**src/rtl/ptimer_pkg.sv**
```systemverilog
package ptimer_pkg;
  localparam int MODE_W = 4;
  localparam int SEL_W  = 3;

  typedef enum logic [1:0] {
    CLS_STOP  = 2'd0,
    CLS_DELAY = 2'd1,
    CLS_EVENT = 2'd2,
    CLS_PULSE = 2'd3
  } mode_cls_e;

  function automatic int unsigned prescale_div(logic [SEL_W-1:0] sel);
    case (sel)
      3'd1:    return 4;
      3'd2:    return 10;
      3'd3:    return 16;
      3'd4:    return 50;
      3'd5:    return 64;
      3'd6:    return 100;
      3'd7:    return 200;
      default: return 1;
    endcase
  endfunction

  function automatic mode_cls_e classify(logic [MODE_W-1:0] m);
    if (m == '0)               return CLS_STOP;
    else if (m == 4'd8)        return CLS_EVENT;
    else if (m[MODE_W-1])      return CLS_PULSE;
    else                       return CLS_DELAY;
  endfunction
endpackage

```
**src/rtl/ptimer_edge_sync.sv**
```systemverilog
module ptimer_edge_sync #(
  parameter int STAGES = 2
) (
  input  logic clk_i,
  input  logic rst_ni,
  input  logic d_i,
  output logic level_o,
  output logic prev_o
);
  logic [STAGES-1:0] sh_q;
  logic              prev_q;

  always_ff @(posedge clk_i or negedge rst_ni) begin
    if (!rst_ni) begin
      sh_q   <= '0;
      prev_q <= 1'b0;
    end else begin
      sh_q   <= {sh_q[STAGES-2:0], d_i};
      prev_q <= sh_q[STAGES-1];
    end
  end

  assign level_o = sh_q[STAGES-1];
  assign prev_o  = prev_q;
endmodule

```
**src/rtl/ptimer_prescaler.sv**
```systemverilog
module ptimer_prescaler
  import ptimer_pkg::*;
#(
  parameter int PRE_W = 8
) (
  input  logic             clk_i,
  input  logic             rst_ni,
  input  logic             run_i,
  input  logic             clear_i,
  input  logic [SEL_W-1:0] sel_i,
  output logic             tick_o
);
  logic [PRE_W-1:0] pcnt_q;
  logic [PRE_W-1:0] div_m1;

  assign div_m1 = PRE_W'(prescale_div(sel_i) - 1);

  always_ff @(posedge clk_i or negedge rst_ni) begin
    if (!rst_ni)                       pcnt_q <= '0;
    else if (clear_i || !run_i)        pcnt_q <= '0;
    else if (pcnt_q == div_m1)         pcnt_q <= '0;
    else                               pcnt_q <= pcnt_q + 1'b1;
  end

  assign tick_o = run_i && !clear_i && (pcnt_q == div_m1);

  p_pcnt_bound_r10: assert property (@(posedge clk_i) disable iff (!rst_ni)
    pcnt_q <= div_m1);
  p_clear_zero_r10: assert property (@(posedge clk_i) disable iff (!rst_ni)
    clear_i |=> pcnt_q == '0);
endmodule

```
**src/rtl/ptimer_counter.sv**
```systemverilog
module ptimer_counter #(
  parameter int CNT_W = 8
) (
  input  logic             clk_i,
  input  logic             rst_ni,
  input  logic             stopped_i,
  input  logic             pulse_i,
  input  logic             dec_i,
  input  logic             gate_fall_i,
  input  logic             clr_out_i,
  input  logic             data_we_i,
  input  logic [CNT_W-1:0] data_i,
  output logic [CNT_W-1:0] cnt_o,
  output logic             timer_o,
  output logic             irq_o
);
  logic [CNT_W-1:0] cnt_q, reload_q;
  logic             timer_q, irq_q, expire;

  assign expire = dec_i && (cnt_q == CNT_W'(1));

  always_ff @(posedge clk_i or negedge rst_ni) begin
    if (!rst_ni) begin
      cnt_q    <= '0;
      reload_q <= '0;
      timer_q  <= 1'b0;
      irq_q    <= 1'b0;
    end else begin
      if (data_we_i) reload_q <= data_i;
      if (data_we_i && stopped_i) cnt_q <= data_i;
      else if (expire)            cnt_q <= reload_q;
      else if (dec_i)             cnt_q <= cnt_q - 1'b1; // 0 wraps: 256 counts
      if (clr_out_i)   timer_q <= 1'b0;
      else if (expire) timer_q <= ~timer_q;
      irq_q <= pulse_i ? gate_fall_i : expire;
    end
  end

  assign cnt_o   = cnt_q;
  assign timer_o = timer_q;
  assign irq_o   = irq_q;

  p_stop_hold_r2: assert property (@(posedge clk_i) disable iff (!rst_ni)
    stopped_i && !data_we_i |=> $stable(cnt_q));
  p_irq_single_r4: assert property (@(posedge clk_i) disable iff (!rst_ni)
    irq_q && !pulse_i |=> !irq_q);
  p_reload_on_toggle_r4: assert property (@(posedge clk_i) disable iff (!rst_ni)
    $rose(timer_q) && !$past(data_we_i) |-> cnt_q == reload_q);
  p_run_write_hold_r6: assert property (@(posedge clk_i) disable iff (!rst_ni)
    !stopped_i && data_we_i && !dec_i |=> $stable(cnt_q));
  p_clear_out_r7: assert property (@(posedge clk_i) disable iff (!rst_ni)
    clr_out_i |=> !timer_q);
endmodule

```
**src/rtl/prescaled_timer.sv**
```systemverilog
module prescaled_timer
  import ptimer_pkg::*;
#(
  parameter int CNT_W       = 8,
  parameter int PRE_W       = 8,
  parameter int SYNC_STAGES = 2
) (
  input  logic             clk_i,
  input  logic             rst_ni,
  input  logic             ctrl_we_i,
  input  logic [4:0]       ctrl_wdata_i,
  input  logic             data_we_i,
  input  logic [CNT_W-1:0] data_wdata_i,
  input  logic             event_i,
  input  logic             gate_i,
  output logic [CNT_W-1:0] count_o,
  output logic             timer_o,
  output logic             irq_o
);
  localparam int CLR_BIT = MODE_W;

  logic [MODE_W-1:0] mode_q;
  mode_cls_e         cls;
  logic              mode_chg, run_pre, tick;
  logic              ev_lvl, ev_prev, gt_lvl, gt_prev;
  logic              ev_rise, gt_fall, dec;

  always_ff @(posedge clk_i or negedge rst_ni) begin
    if (!rst_ni)        mode_q <= '0;
    else if (ctrl_we_i) mode_q <= ctrl_wdata_i[MODE_W-1:0];
  end

  assign cls      = classify(mode_q);
  assign mode_chg = ctrl_we_i && (ctrl_wdata_i[MODE_W-1:0] != mode_q);
  assign run_pre  = (cls == CLS_DELAY) || (cls == CLS_PULSE);

  ptimer_prescaler #(.PRE_W(PRE_W)) i_pre (
    .clk_i   (clk_i),
    .rst_ni  (rst_ni),
    .run_i   (run_pre),
    .clear_i (mode_chg),
    .sel_i   (mode_q[SEL_W-1:0]),
    .tick_o  (tick)
  );

  ptimer_edge_sync #(.STAGES(SYNC_STAGES)) i_ev_sync (
    .clk_i   (clk_i),
    .rst_ni  (rst_ni),
    .d_i     (event_i),
    .level_o (ev_lvl),
    .prev_o  (ev_prev)
  );

  ptimer_edge_sync #(.STAGES(SYNC_STAGES)) i_gate_sync (
    .clk_i   (clk_i),
    .rst_ni  (rst_ni),
    .d_i     (gate_i),
    .level_o (gt_lvl),
    .prev_o  (gt_prev)
  );

  assign ev_rise = ev_lvl && !ev_prev;
  assign gt_fall = !gt_lvl && gt_prev;

  always_comb begin
    unique case (cls)
      CLS_DELAY: dec = tick;
      CLS_EVENT: dec = ev_rise;
      CLS_PULSE: dec = tick && gt_lvl;
      default:   dec = 1'b0;
    endcase
  end

  ptimer_counter #(.CNT_W(CNT_W)) i_cnt (
    .clk_i       (clk_i),
    .rst_ni      (rst_ni),
    .stopped_i   (cls == CLS_STOP),
    .pulse_i     (cls == CLS_PULSE),
    .dec_i       (dec),
    .gate_fall_i (gt_fall),
    .clr_out_i   (ctrl_we_i && ctrl_wdata_i[CLR_BIT]),
    .data_we_i   (data_we_i),
    .data_i      (data_wdata_i),
    .cnt_o       (count_o),
    .timer_o     (timer_o),
    .irq_o       (irq_o)
  );

  p_event_idle_r8: assert property (@(posedge clk_i) disable iff (!rst_ni)
    cls == CLS_EVENT && !ev_rise && !data_we_i |=> $stable(count_o));
  p_gate_low_hold_r9: assert property (@(posedge clk_i) disable iff (!rst_ni)
    cls == CLS_PULSE && !gt_lvl && !data_we_i |=> $stable(count_o));
endmodule

```
**config.mk**
```make
export PLATFORM = sky130hd
export DESIGN_NAME = prescaled_timer
export DESIGN_NICKNAME = d
export VERILOG_FILES = /design/src/rtl/ptimer_pkg.sv /design/src/rtl/ptimer_edge_sync.sv /design/src/rtl/ptimer_prescaler.sv /design/src/rtl/ptimer_counter.sv /design/src/rtl/prescaled_timer.sv
export SDC_FILE = /design/constraint.sdc
export NUM_CORES = 1
export LEC_CHECK = 0
export ABC_CLOCK_PERIOD_IN_PS = 2100
export BUFFER_PORTS_ARGS = -buffer_cell sky130_fd_sc_hd__buf_2
export CORE_ASPECT_RATIO = 0.8
export CORE_MARGIN = 10
export CORE_UTILIZATION = 35
export DETAILED_ROUTE_END_ITERATION = 6
export REMOVE_ABC_BUFFERS = 1
export SLEW_MARGIN = 20
export SYNTH_ARGS = -nofsm -noshare
export SYNTH_HDL_FRONTEND = slang
export SYNTH_SLANG_ARGS = --single-unit
```
**constraint.sdc**
```tcl
create_clock -name clk_i -period 2.1 [get_ports clk_i]
set_input_delay 0.21 -clock clk_i [delete_from_list [all_inputs] [get_ports clk_i]]
set_output_delay 0.21 -clock clk_i [all_outputs]
set_load 0.02 [all_outputs]
```
# After elaboration in Yosys (flattened, before gate mapping)
# Index checks and enable logic that the tools add are counted.
dict set report totals {
  ff_bits 36
  latch_bits 0
  mem_bits_rw 0
  mem_bits_ro 0
  inputBits 19
  out_inout_bits 10
  word_cells 60
  mem_count 0
}
dict set report classes {
  add_sub_neg 3
  n_mul 0
  div 0
  order_cmp 0
  eq_ne 14
  n_shift 0
  muxes 13
  bitwise 1
  n_reduce_logical 19
}
# operator count
set ops {}
lappend ops {{$pmux W8 S7} 1}
lappend ops {{$mux W8} 5}
lappend ops {{$sub A8 B1 Y8 const B} 2}
lappend ops {{$eq A3 B3 Y1 const B} 4}
lappend ops {{$logic_and A1 B1 Y1} 9}
lappend ops {{$add A8 B1 Y8 const B} 1}
lappend ops {{$eq A8 B1 Y1 const B} 1}
lappend ops {{$eq A8 B8 Y1} 1}
lappend ops {{$eq A3 B2 Y1 const B} 2}
lappend ops {{$mux W2} 3}
lappend ops {{$eq A2 B2 Y1 const B} 2}
lappend ops {{$eq A4 B4 Y1 const B} 1}
lappend ops {{$logic_not A1 Y1} 4}
lappend ops {{$logic_not A4 Y1} 1}
lappend ops {{$ne A4 B4 Y1} 1}
lappend ops {{$eq A3 B1 Y1 const B} 1}
lappend ops {{$mux W1} 3}
lappend ops {{$pmux W1 S3} 1}
lappend ops {{$reduce_bool A3 Y1} 1}
lappend ops {{$eq A2 B1 Y1 const B} 1}
lappend ops {{$logic_not A2 Y1} 1}
lappend ops {{$logic_or A1 B1 Y1} 2}
lappend ops {{$reduce_bool A2 Y1} 1}
lappend ops {{$not A1 Y1} 1}

# Depth between registers and ports, before layout
dict set report depth {
  ltp_word 12
  ltp_mapped 9
  depth_no_buf 7
}

# Modules after synthesis
# From an unflattened synthesis, not the netlist that was laid out.
dict set report hier_totals {
  cells_unflattened 195
  hier_area_um2 1990.7
}
# module n_inst cells_per_inst area_per_inst_um2 seq_area_each_um2
set by_module_without_submodules {}
lappend by_module_without_submodules {ptimer_counter 1 102 998.5 450.4}
lappend by_module_without_submodules {ptimer_prescaler 1 64 588.1 200.2}
lappend by_module_without_submodules {prescaled_timer 1 23 254.0 100.1}
lappend by_module_without_submodules {ptimer_edge_sync 2 3 75.1 75.1}

# Worst setup path before layout
# OpenSTA, ideal clock, no wires.
dict set report synth_path {
  kind {register to register}
  start {reg i_cnt.cnt_q[2] (netlist: i_cnt.cnt_o[2])}
  end {reg i_cnt.timer_q (netlist: i_cnt.timer_o)}
  setup_ns 0.128
  arrival_ns 2.141
  t_required_ns 1.972
  setup_slack_ns -0.169
  stages_incl_launch_ff 7
  n_path_buf 1
  period_less_slack_ns 2.269
  cell_sequence {dfrtp_1 -> or4_4 -> or3_1 -> buf_6 -> nand4b_4 -> o22ai_2 -> mux2_1}
}
dict set report synth_between {
  elab_chain_cells 3
}
# item line
set synth_rtl {}
lappend synth_rtl {{start, declared} ptimer_counter.sv:17} ;# logic [CNT_W-1:0] cnt_q, reload_q;
lappend synth_rtl {{start signal, assigned} ptimer_counter.sv:30} ;# if (data_we_i && stopped_i) cnt_q <= data_i;
lappend synth_rtl {{start signal, assigned} ptimer_counter.sv:31} ;# else if (expire) cnt_q <= reload_q;
lappend synth_rtl {{start signal, assigned} ptimer_counter.sv:32} ;# else if (dec_i) cnt_q <= cnt_q - 1'b1;
lappend synth_rtl {{$eq A8 B1 Y1} ptimer_counter.sv:20} ;# assign expire = dec_i && (cnt_q == CNT_W'(1));
lappend synth_rtl {{$logic_and A1 B1 Y1} ptimer_counter.sv:20}
lappend synth_rtl {{$reduce_bool A2 Y1 (no line)} n/a}
lappend synth_rtl {{end signal, assigned} ptimer_counter.sv:34} ;# else if (expire) timer_q <= ~timer_q;
lappend synth_rtl {{end, declared} ptimer_counter.sv:18} ;# logic timer_q, irq_q, expire;
# Every way passes these cells.
# A chain may end at the register's enable or synchronous reset.

# Worst setup path in the final report
dict set report layout_path {
  start {reg mode_q[1]}
  end {reg i_cnt.cnt_q[0] (netlist: i_cnt.cnt_o[0])}
}
dict set report layout_between {
  elab_chain_cells 12
  word_cells_on_any_way 31
  classes_between {add/sub: 1; eq/ne: 13; mux: 6; reduce/logical: 11}
}
# item line
set layout_rtl {}
lappend layout_rtl {{start, declared} prescaled_timer.sv:22} ;# logic [MODE_W-1:0] mode_q;
lappend layout_rtl {{start signal, assigned} prescaled_timer.sv:30} ;# else if (ctrl_we_i) mode_q <= ctrl_wdata_i[MODE_W-1:0];
lappend layout_rtl {{parallel branches: the longest is 12 deep, another holds $sub A8 B1 Y8} n/a}
# Several ways; the timed one is not identified.

==> qor.csv <==
metric,value,unit
powerDensity,950.2,mW/mm2
hp-class,input pin to async pin,
ys.warnings.count,0,
worstMarginPinSlew,0.8168,ns
dr.pass1.iters,4,
cts_sinks,36,
clock_latency,0.29,ns
clk_path_buf_depth,2,
arrival,2.35,ns
max_freq,0.4595,GHz
io_pins,29,
place_ws,-0.1334,ns
track_usage,10.64,%
nets,276,
cp.required,2.27,ns
end_kind,register,
dp_hpwl,3520,um
synthDistinctLibCells,46,
clock-root-buffer,clkbuf_8,
cp_common_cell,buf_4,
violations,negative setup slack,
async_flop_share,100.0,%
ctsHtreeMaxLevel,2,
slew_headroom,45.55,%
first_global_vias,1627,
worstPathMaxFanout,5,
die_w,105.3,um
crit_type,register to register,
clock_skew,0.005204,ns
ys_seq_area_share,44.17,%
maxSlewViolCount,0,
row_count,24,
grt_start_max_net_pins,37,
io_buffers,28,
antenna_found_initial,0,
syn_avg_cell_area,10.41,um2
initialDrtViolationCount,63,
die_area,0.009299,mm2
start_util,36.71,%
ant_nets,0,
setup_viol,5,
synthCells,196,
timing.final.crit_share,103.6,%
routed_via_density,5.048,
synth_area,0.002039,mm2
cp_slowest_cell,dfrtp_2,
cp_num_buf_inv,5,
r2r_setup_slack,-0.08,ns
drv_cap,0,
hold_viol,0,
ys.flop_type,dfrtp_1,
clk_pin_slew,0.07,ns
cts_tree,built,
via_count,1681,
min_period,2.176,ns
ys_ff_latch,36,
areaGrowthSynthToFinish,33.25,%
cts_made_buffers,5,
ir_drop,0.0003290,V
n_antenna_cell,0,
leakage,1.219,nW
cpPeakStageDelay,0.43,ns
core-area,0.005555,mm2
drive_gt1_share,42.35,%
rsz0062_at_grt,yes,
grt_pass1_wl,8059,um
tns,-0.2912,ns
wire_per_inst,14.98,um
status,"finished, violations left",
wirelength,4990,um
die-height,88.28,um
gr-total-overflow,0,
cts_hold_buf,0,
cp_top_family,buffers and inverters,
fin_ws,-0.07642,ns
cp-start-kind,register,
gp_congestion,0.8122,
crit_chain,buf_4 > buf_4 > or3_4 > buf_6 > nand3_4 > buf_4 > o21ai_4 > buf_4 > a221o_1,
synth_edf_count,0,
drc,0,
[cells by family after synthesis]
| logic type | after synthesis | share of synthesized area [%] |
|---|---|---|
| and+or+nand+nor | 71 | 20.43 |
| adders and majority gates | 3 | 1.841 |
| AOI/OAI and AO/OA | 36 | 14.30 |
| buffers and inverters | 21 | 5.276 |
| DFF | 36 | 44.17 |
| xor gates and xnor gates | 16 | 6.871 |
| muxes | 13 | 7.117 |
[synth_stat cells, types with 2 or more instances]
| cell type | instances | share of area (%) |
|---|---|---|
| buf_4 | 3 | 1.1 |
| o311ai_0 | 3 | 1.3 |
| clkbuf_1 | 5 | 0.92 |
| nand2b_1 | 2 | 0.61 |
| o221ai_1 | 3 | 1.3 |
| and2_1 | 5 | 1.5 |
| nor3b_1 | 2 | 0.74 |
| ha_1 | 3 | 1.8 |
| a221o_1 | 5 | 2.5 |
| xnor2_1 | 6 | 2.6 |
| o21ai_0 | 6 | 1.5 |
| buf_6 | 2 | 1.1 |
| a21oi_1 | 6 | 1.5 |
| dfrtp_1 | 36 | 44 |
| nor2b_1 | 4 | 1.2 |
| or3_1 | 5 | 1.5 |
| inv_1 | 9 | 1.7 |
| nand2_1 | 15 | 2.8 |
| nor2_1 | 15 | 2.8 |
| and3_1 | 3 | 0.92 |
| nor3_1 | 3 | 0.74 |
| a31oi_1 | 3 | 0.92 |
| xor2_1 | 10 | 4.3 |
| mux2_2 | 11 | 6.1 |
| nand3_1 | 8 | 2.0 |
| nand4b_1 | 2 | 0.86 |
| buf_2 | 2 | 0.49 |
[placed cells by master (no fill, tap or decap), types with 2 or more instances in the layout]
cell type,count
dfrtp_1,34
buf_2,29
buf_4,29
nor2_1,15
nand2_1,15
mux2_2,11
inv_1,9
xor2_1,8
nand3_1,8
xnor2_1,6
and2_1,5
a221o_1,5
a21oi_1,5
clkbuf_8,5
buf_6,5
o21ai_0,4
a31oi_1,3
or3_1,3
and3_1,3
o221ai_2,3
ha_1,3
or3_4,2
xor2_2,2
nor2b_1,2
o21ai_1,2
nand4b_1,2
nand2b_1,2
nor3_1,2
o311ai_1,2
dfrtp_2,2
[final cells by class]
type | count | area (um2)
sequential | 36 | 903.4
fill | 538 | 2838
clock inverter | 2 | 35.03
timing repair buffer | 63 | 419.2
multi-input combinational | 139 | 1156
tap | 78 | 97.59
clock buffer | 6 | 72.57
inverter | 9 | 33.78
[registers in the layout (all words and copies together), names as in the netlist]
name,flops
i_cnt.cnt_o,8
i_cnt.irq_o,1
i_cnt.reload_q,8
i_cnt.timer_o,1
i_ev_sync.prev_o,1
i_ev_sync.sh_q,2
i_gate_sync.prev_o,1
i_gate_sync.sh_q,2
i_pre.pcnt_q,8
mode_q,4
[worst register-to-register path, cell delays in order, from the launching register on]
cell and delay, ns:
dfrtp_2 0.43, buf_4 0.17, buf_4 0.14, or3_4 0.39, buf_6 0.15, nand3_4 0.09
buf_4 0.13, o21ai_4 0.08, buf_4 0.17, a221o_1 0.32
[path summary, 6_finish.rpt]
kind / start / to / cells past startpoint
min reg2reg: i_ev_sync.sh_q[0]$_DFF_PN0_ / i_ev_sync.sh_q[1]$_DFF_PN0_ / 0
min in group clk_i: gate_i / i_gate_sync.sh_q[0]$_DFF_PN0_ / 1
max: mode_q[1]$_DFFE_PN0P_ / i_cnt.cnt_o[0]$_DFFE_PN0P_ / 9
max reg2reg: mode_q[1]$_DFFE_PN0P_ / i_cnt.cnt_o[0]$_DFFE_PN0P_ / 9
min: rst_ni / i_pre.pcnt_q[5]$_DFF_PN0_ / 1
max in group asynchronous: rst_ni / mode_q[1]$_DFFE_PN0P_ / 1
[metal layers]
| layer | GRT usage, % | vias up | share of wire [%] |
|---|---|---|---|
| met5 | 0 | - | 0 |
| met4 | 4.478 | 0 | 1.8 |
| met3 | 3.486 | 8 | 5.6 |
| met2 | 15.74 | 33 | 45 |
| met1 | 13.99 | 823 | 47 |
| li1 | - | 817 | - |
[where the power goes]
part	internal, W	switching (W)
combinational	0.000515	0.000562
clock	0.000352	0.000246
sequential	0.000808	0.000100
total	0.00167	0.000908
[repair_timing]
item	4_1_cts	5_1_grt
pin swaps	2	17
endpoints found under the setup margin	9	18
endpoints found under the hold margin	0	0
setup buffers	1	9
cloned	0	1
gates resized for setup	6	33
[through the flow]
stage	hold WS, ns	total power (W)	utilization, %	area (um2)	cells
floorplan	-0.08559	0.001529	-	1966	184
global placement	0.3209	0.001883	42.91	2384	314
detailed placement	0.3198	0.001899	42.91	2384	314
CTS	0.01403	0.002517	45.45	2525	323
global route	0.009336	0.002771	48.92	2718	333
finish	0.01759	0.002582	48.92	2718	333
No activity file was read; power rests on OpenSTA's default activity.
